$ cat src/rtl/fsr_pkg.sv
`timescale 1ns/1ps
package fsr_pkg;
  typedef enum logic [1:0] {
    MODE_IDLE  = 2'b00,
    MODE_PROG  = 2'b01,
    MODE_ERASE = 2'b10,
    MODE_SUSP  = 2'b11
  } op_mode_e;

  localparam int DQ_W = 8;
endpackage

$ cat src/rtl/fsr_susp_timer.sv
`timescale 1ns/1ps
module fsr_susp_timer #(
  parameter int SUSP_LAT = 8
) (
  input  logic                clk,
  input  logic                rst_n,
  input  fsr_pkg::op_mode_e   mode,
  output logic                suspended
);
  localparam int CW = $clog2(SUSP_LAT + 1);
  localparam logic [CW-1:0] LIMIT = CW'(SUSP_LAT);

  logic [CW-1:0] cnt;

  always_ff @(posedge clk or negedge rst_n) begin
    if (!rst_n)                          cnt <= '0;
    else if (mode != fsr_pkg::MODE_SUSP) cnt <= '0;
    else if (cnt != LIMIT)               cnt <= cnt + 1'b1;
  end

  assign suspended = (mode == fsr_pkg::MODE_SUSP) && (cnt == LIMIT);


  susp_needs_mode_chk: assert property (@(posedge clk) disable iff (!rst_n)
    (mode != fsr_pkg::MODE_SUSP) |=> (cnt == '0));
endmodule

$ cat src/rtl/fsr_toggle.sv
`timescale 1ns/1ps
module fsr_toggle (
  input  logic              clk,
  input  logic              rst_n,
  input  fsr_pkg::op_mode_e mode,
  input  logic              rd_en,
  input  logic              suspended,
  output logic              tog
);
  logic rd_q;
  logic rd_fall;
  logic busy;

  assign rd_fall = rd_q & ~rd_en;
  assign busy    = (mode == fsr_pkg::MODE_PROG) || (mode == fsr_pkg::MODE_ERASE) ||
                   ((mode == fsr_pkg::MODE_SUSP) && !suspended);

  always_ff @(posedge clk or negedge rst_n) begin
    if (!rst_n) begin
      rd_q <= 1'b0;
      tog  <= 1'b0;
    end else begin
      rd_q <= rd_en;
      if (mode == fsr_pkg::MODE_IDLE) tog <= 1'b0;
      else if (busy && rd_fall)       tog <= ~tog;
    end
  end


  idle_clears_tog_chk: assert property (@(posedge clk) disable iff (!rst_n)
    (mode == fsr_pkg::MODE_IDLE) |=> !tog);

  frozen_tog_chk: assert property (@(posedge clk) disable iff (!rst_n)
    (mode == fsr_pkg::MODE_SUSP && suspended) |=> $stable(tog));
endmodule

$ cat src/rtl/fsr_out_mux.sv
`timescale 1ns/1ps
module fsr_out_mux (
  input  logic                     clk,
  input  logic                     rst_n,
  input  fsr_pkg::op_mode_e        mode,
  input  logic                     suspended,
  input  logic                     in_erase_blk,
  input  logic                     tog,
  input  logic [fsr_pkg::DQ_W-1:0] prog_byte,
  input  logic [fsr_pkg::DQ_W-1:0] array_data,
  output logic [fsr_pkg::DQ_W-1:0] dq_out,
  output logic                     dq_is_status
);
  localparam int W = fsr_pkg::DQ_W;
  logic poll_bit;

  always_comb begin
    unique case (mode)
      fsr_pkg::MODE_IDLE:  begin dq_is_status = 1'b0; poll_bit = 1'b0; end
      fsr_pkg::MODE_PROG:  begin dq_is_status = 1'b1; poll_bit = ~prog_byte[W-1]; end
      fsr_pkg::MODE_ERASE: begin dq_is_status = 1'b1; poll_bit = 1'b0; end
      default: begin
        dq_is_status = !suspended || in_erase_blk;
        poll_bit     = suspended;
      end
    endcase
    dq_out = dq_is_status ? {poll_bit, tog, {(W-2){1'b0}}} : array_data;
  end


  low_bits_zero_chk: assert property (@(posedge clk) disable iff (!rst_n)
    dq_is_status |-> (dq_out[W-3:0] == '0));

  idle_passthru_chk: assert property (@(posedge clk) disable iff (!rst_n)
    (mode == fsr_pkg::MODE_IDLE) |-> (dq_out == array_data));

  prog_poll_chk: assert property (@(posedge clk) disable iff (!rst_n)
    (mode == fsr_pkg::MODE_PROG) |-> (dq_out[W-1] != prog_byte[W-1]));
endmodule

$ cat src/rtl/flash_status_responder.sv
`timescale 1ns/1ps
module flash_status_responder #(
  parameter int SUSP_LAT = 8
) (
  input  logic       clk,
  input  logic       rst_n,
  input  logic [1:0] op_mode,
  input  logic [7:0] prog_byte,
  input  logic       in_erase_blk,
  input  logic       rd_en,
  input  logic [7:0] array_data,
  output logic [7:0] dq_out,
  output logic       dq_is_status
);
  fsr_pkg::op_mode_e mode;
  logic suspended;
  logic tog;

  assign mode = fsr_pkg::op_mode_e'(op_mode);

  fsr_susp_timer #(.SUSP_LAT(SUSP_LAT)) u_timer (
    .clk(clk), .rst_n(rst_n), .mode(mode), .suspended(suspended));

  fsr_toggle u_tog (
    .clk(clk), .rst_n(rst_n), .mode(mode), .rd_en(rd_en),
    .suspended(suspended), .tog(tog));

  fsr_out_mux u_mux (
    .clk(clk), .rst_n(rst_n), .mode(mode), .suspended(suspended),
    .in_erase_blk(in_erase_blk), .tog(tog), .prog_byte(prog_byte),
    .array_data(array_data), .dq_out(dq_out), .dq_is_status(dq_is_status));


  busy_status_chk: assert property (@(posedge clk) disable iff (!rst_n)
    (mode == fsr_pkg::MODE_PROG || mode == fsr_pkg::MODE_ERASE) |-> dq_is_status);
endmodule

$ cat config.mk
export PLATFORM = sky130hd
export DESIGN_NAME = flash_status_responder
export DESIGN_NICKNAME = d
export VERILOG_FILES = /design/src/rtl/fsr_pkg.sv /design/src/rtl/fsr_susp_timer.sv /design/src/rtl/fsr_toggle.sv /design/src/rtl/fsr_out_mux.sv /design/src/rtl/flash_status_responder.sv
export SDC_FILE = /design/constraint.sdc
export NUM_CORES = 1
export LEC_CHECK = 0
export BUFFER_PORTS_ARGS = -buffer_cell sky130_fd_sc_hd__clkbuf_2
export CELL_PAD_IN_SITES_DETAIL_PLACEMENT = 0
export CELL_PAD_IN_SITES_GLOBAL_PLACEMENT = 1
export CORE_UTILIZATION = 25
export CTS_BUF_LIST = sky130_fd_sc_hd__clkbuf_8
export DETAILED_ROUTE_END_ITERATION = 12
export GPL_TIMING_DRIVEN = 0
export PLACE_DENSITY_LB_ADDON = 0.1
export SLEW_MARGIN = 20
export SYNTH_ARGS = -nofsm -noshare
export SYNTH_HDL_FRONTEND = slang
export SYNTH_SLANG_ARGS = --single-unit
export TNS_END_PERCENT = 1
$ cat constraint.sdc
create_clock -name clk -period 4.05 [get_ports clk]
set_input_delay 0.6075 -clock clk [delete_from_list [all_inputs] [get_ports clk]]
set_output_delay 0.6075 -clock clk [all_outputs]
set_load 0.02 [all_outputs]
After elaboration in Yosys (flattened, before gate mapping)
Index checks and enable logic that the tools add are counted.
{"block": "totals", "regBits": 6, "out_inout_bits": 9, "word_cells": 33}
{"block": "classes", "add_sub_neg": 1, "n_eq_ne": 6, "n_mux": 7, "bitwise": 4, "n_reduce_logical": 12}
{"cell": "two-way mux 4 bit", "count": 2}
{"cell": "two-way mux 8 bit", "count": 1}
{"cell": "adder 4 x 1 -> 4 bit, second input constant", "count": 1}
{"cell": "== test 2 bit, second input constant", "count": 2}
{"cell": "== test 4 bit, second input constant", "count": 1}
{"cell": "!= test 4 bit, second input constant", "count": 1}
{"cell": "case mux 1 bit (2 select lines)", "count": 2}
{"cell": "nonzero test 2 bit", "count": 2}
{"cell": "OR reduction 2 bit", "count": 2}
{"cell": "logical AND 1 bit", "count": 3}
{"cell": "logical OR 1 bit", "count": 3}
{"cell": "inverter 1 bit", "count": 3}
{"cell": "== test 2 x 1 -> 1 bit, second input constant", "count": 1}
{"cell": "zero test 2 bit", "count": 1}
{"cell": "two-way mux 1 bit", "count": 2}
{"cell": "!= test 2 bit, second input constant", "count": 1}
{"cell": "AND 1 bit", "count": 1}
{"cell": "zero test 1 bit", "count": 1}

Logic depth before layout (Yosys ltp)
{"block": "depth", "ltp_word": 8, "ltp_mapped": 5, "ltp_nobuf": 5}

Modules after synthesis
From an unflattened synthesis, not the netlist that was laid out.
{"block": "hier_totals", "cells_unflattened": 50, "hier_area_um2": 515.5}
{"mod": "fsr_susp_timer", "n_inst": 1, "cells_each": 22, "area_per_inst_um2": 226.5}
{"mod": "fsr_out_mux", "n_inst": 1, "cells_each": 16, "area_per_inst_um2": 152.6}
{"mod": "fsr_toggle", "n_inst": 1, "cells_each": 12, "area_per_inst_um2": 136.4}

Least setup slack after synthesis
OpenSTA, ideal clock, no wires.
{"block": "synth_timing", "kind": "input -> output", "from": "input port op_mode[0]", "to": "output port dq_out[6]", "arrival_ps": 1643, "path_slack_ps": 1799, "cell_stages": 4, "path_buffers": 0, "cell_sequence": "inv_1 ha_1 o22ai_2 mux2_2"}
{"block": "synth_via", "elab_chain_cells": 6, "elab_cells_between_ends": 10}
{"item": "from (decl)", "line_no": "flash_status_responder.sv:7", "rtl": "input logic [1:0] op_mode,"}
{"item": "== test 2 bit", "line_no": "fsr_susp_timer.sv:21", "rtl": "assign suspended = (mode == fsr_pkg::MODE_SUSP) && (cnt == LIMIT);"}
{"item": "logical AND 1 bit", "line_no": "fsr_susp_timer.sv:21"}
{"item": "zero test 1 bit", "line_no": "fsr_out_mux.sv:23", "rtl": "dq_is_status = !suspended || in_erase_blk;"}
{"item": "logical OR 1 bit", "line_no": "fsr_out_mux.sv:23"}
{"item": "case mux 1 bit (2 select lines) *", "line_no": "fsr_out_mux.sv:18", "rtl": "unique case (mode)"}
{"item": "two-way mux 8 bit *", "line_no": "fsr_out_mux.sv:27", "rtl": "dq_out = dq_is_status ? {poll_bit, tog, {(W-2){1'b0}}} : array_data;"}
{"item": "to (decl)", "line_no": "flash_status_responder.sv:12", "rtl": "output logic [7:0] dq_out,"}
Mark *: on every way between the ends. The rest lies on a longest branch, timed or not.

Final worst setup path
Same ends and word-level chain as after synthesis.

==> results.sh <==
export IMPL_placed_cells=95
export IMPL_drive_above_1_share=0.425
export IMPL_post_route_cell_area_sq_um=656
export IMPL_die_area_sq_mm=0.00205
export IMPL_drtAntennaViolNets=0
export IMPL_hold_buffers=0
export IMPL_tightest_slew_ps=314
export IMPL_drc=0
export IMPL_synth_nets=74
export IMPL_wl_per_cell_um=9.22
export IMPL_grt_usage=0.0930
export IMPL_timing_setup_tns_ps=0
export IMPL_synthDistinctLibCells=21
export IMPL_layout_min_cycle_time_ps=2560
export IMPL_yosys_area_share_adder=0.134
export IMPL_post_cts_buffers=0
export IMPL_stdcell_count=98
export IMPL_leakage_uw=0.000365
export IMPL_io_pins=31
export IMPL_min_path_type="in2async"
export IMPL_synth_top_family_by_area="simple AND/OR/NAND/NOR gates"
export IMPL_drtPass1Iterations=3
export IMPL_fp_row_count=15
export IMPL_rrSetupSlack_ps=2430
export IMPL_peakVddDrop_uv=203
export IMPL_post_cts_resized=0
export IMPL_synth_area_sq_um=468
export IMPL_synth_simple_area_share=0.305
export IMPL_finalClockSkew_ps=0.389
export IMPL_dieWidth_um=45.3
export IMPL_grt_pass1_vias=297
export IMPL_viasPerCell=4.05
export IMPL_cts_buffer_depth=2
export IMPL_nets=102
export IMPL_wl_um=904
export IMPL_globalRoute_busiestLayer="met2"
export IMPL_grt_max_degree=10
export IMPL_synth_cells=47
export IMPL_num_vias=397
export IMPL_max_slew_margin=0.790
export IMPL_drv_slew=0
export IMPL_globalplace_congestion=0.673
export IMPL_arrival_ps=1960
export IMPL_cts_buffers_inserted=3
export IMPL_met1_usage=0.117
export IMPL_setup_viol=0
export IMPL_power_density_mw_per_mm2=314
export IMPL_critPathMaxFanout=8
export IMPL_dp_hpwl_um=757
export IMPL_final_util=0.376
export IMPL_syn_to_final_growth_pct=40.1
export IMPL_drt_initial_drc_count=2
export IMPL_die_y_um=45.3
export IMPL_status="complete, no violations"
export IMPL_path_class="in2out"
export IMPL_yosysSeqAreaShare=0.321
export IMPL_place_area_sq_um=614
export IMPL_whs_ps=210
export IMPL_met2_usage=0.125
export IMPL_cts_tree="built"
export IMPL_insertion_delay_ps=220
export IMPL_cts_root_buffer="clkbuf_8"
export IMPL_fillers=204
export IMPL_crit_required_ps=3440
export IMPL_endpoint_kind="output pin"
export IMPL_finalCritPeriodShare=0.633
export IMPL_syn_area_per_cell_sq_um=9.96
export IMPL_critPathLaunchType="input pin"
export IMPL_clk_pin_slew_ps=30
export IMPL_portBuffers=23
export IMPL_fmax_ghz=0.390
export IMPL_gr_usage_met3=0.0600
export IMPL_yosys_warnings=0
export IMPL_overflow=0
export IMPL_synthXorXnorAreaFrac=0.0561
export IMPL_rsz0062_at_grt="no"
export IMPL_coreArea_sq_mm=0.00175
export IMPL_cap_violations=0
export IMPL_cts_sinks=6
export IMPL_finalHoldViolCount=0
export IMPL_grt_pass1_wl_mm=1.28
export IMPL_ff2ff_path_depth=5
export IMPL_muxShareOfSynthArea=0.0695
export IMPL_cts_max_level=1
export IMPL_antenna_cells=0
export IMPL_antenna_found_initial=0
export IMPL_ys_ff_latch=6
export IMPL_synth_compound_gate_area_share=0.0668
export IMPL_start_util=0.268
## layout make-up
type	count	area (sq um)	area share
multi-input cells	35	295	0.450
flip-flops and latches	6	150	0.229
repair buffers	23	115	0.176
clock buffers	3	41.3	0.0630
well taps	25	31.3	0.0477
inverters	6	22.5	0.0344
## routing by layer
layer	part of all wire	wire [um]
met5	0	0
met4	0.013	12
met3	0.091	82
met2	0.44	401
met1	0.45	408
## power breakdown
| group | switching [uW] | total, uW | internal [uW] |
|---|---|---|---|
| sequential | 2.20 | 65.8 | 63.6 |
| combinational | 28.2 | 52.3 | 24.1 |
| clock | 23.9 | 87.6 | 63.7 |
## through the flow
stage | setup WS [ps] | power (uW)
final | 1490 | 206
after global routing | 1430 | 218
after CTS | 1470 | 209
after detailed placement | 1470 | 120
after global placement | 1480 | 120
after floorplan | 1800 | 100
## synthesized netlist by cell type, drive strengths merged
library cell | n | area share
nor2b | 2 | 0.027
o21ai | 1 | 0.011
and3 | 1 | 0.013
nand3b | 1 | 0.043
o22ai | 2 | 0.040
nor2 | 3 | 0.024
and2 | 8 | 0.11
o21a | 1 | 0.016
and4bb | 1 | 0.027
nand2 | 1 | 0.0080
dfrtp | 6 | 0.32
mux2i | 1 | 0.021
nand2b | 1 | 0.013
xnor2 | 2 | 0.037
nand3 | 1 | 0.011
inv | 6 | 0.048
mux2 | 2 | 0.048
ha | 5 | 0.13
nor4b | 1 | 0.032
xor2 | 1 | 0.019
## path summary, 6_finish.rpt
check,startpoint,to
min,rst_n,u_tog.rd_q
min in group clk,rd_en,u_tog.rd_q
max reg2reg,u_timer.cnt[0],u_tog.tog
max,op_mode[0],dq_out[6]
min reg2reg,u_timer.cnt[1],u_timer.cnt[1]
max in group asynchronous,rst_n,u_timer.cnt[0]
## logic make-up (layout without fill, tap and decap cells)
kind of cell               count (synthesis)  count (layout)
buffers and inverters                      6              32
adders and majority gates                  5               5
xor gates and xnor gates                   3               3
DFF                                        6               6
AOI/OAI and AO/OA                          4               4
and+or+nand+nor                           20              20
muxes                                      3               3
## registers in the layout (all words and copies together), names as in the netlist
register	count
u_timer.cnt	4
u_tog.rd_q	1
u_tog.tog	1
## cells in the final DEF (no fill, tap or decap)
| cell | instances |
|---|---|
| mux2i_1 | 1 |
| nor2b_1 | 2 |
| o22ai_1 | 1 |
| nand2_1 | 1 |
| o21ai_0 | 1 |
| clkbuf_8 | 3 |
| and3_1 | 1 |
| o21a_1 | 1 |
| clkbuf_2 | 23 |
| nand3_1 | 1 |
| o22ai_2 | 1 |
| nand2b_1 | 1 |
| ha_1 | 5 |
| nand3b_4 | 1 |
| nor2_1 | 3 |
| and4bb_1 | 1 |
| inv_1 | 6 |
| mux2_2 | 2 |
| xor2_1 | 1 |
| and2_1 | 8 |
| nor4b_2 | 1 |
| xnor2_1 | 2 |
| dfrtp_1 | 6 |
## worst max-delay path, stage by stage
cell,delay [ps]
clkbuf_2,100
inv_1,40
ha_1,350
o22ai_2,330
mux2_2,370
clkbuf_2,150
Power figures use the tool's default switching activity.
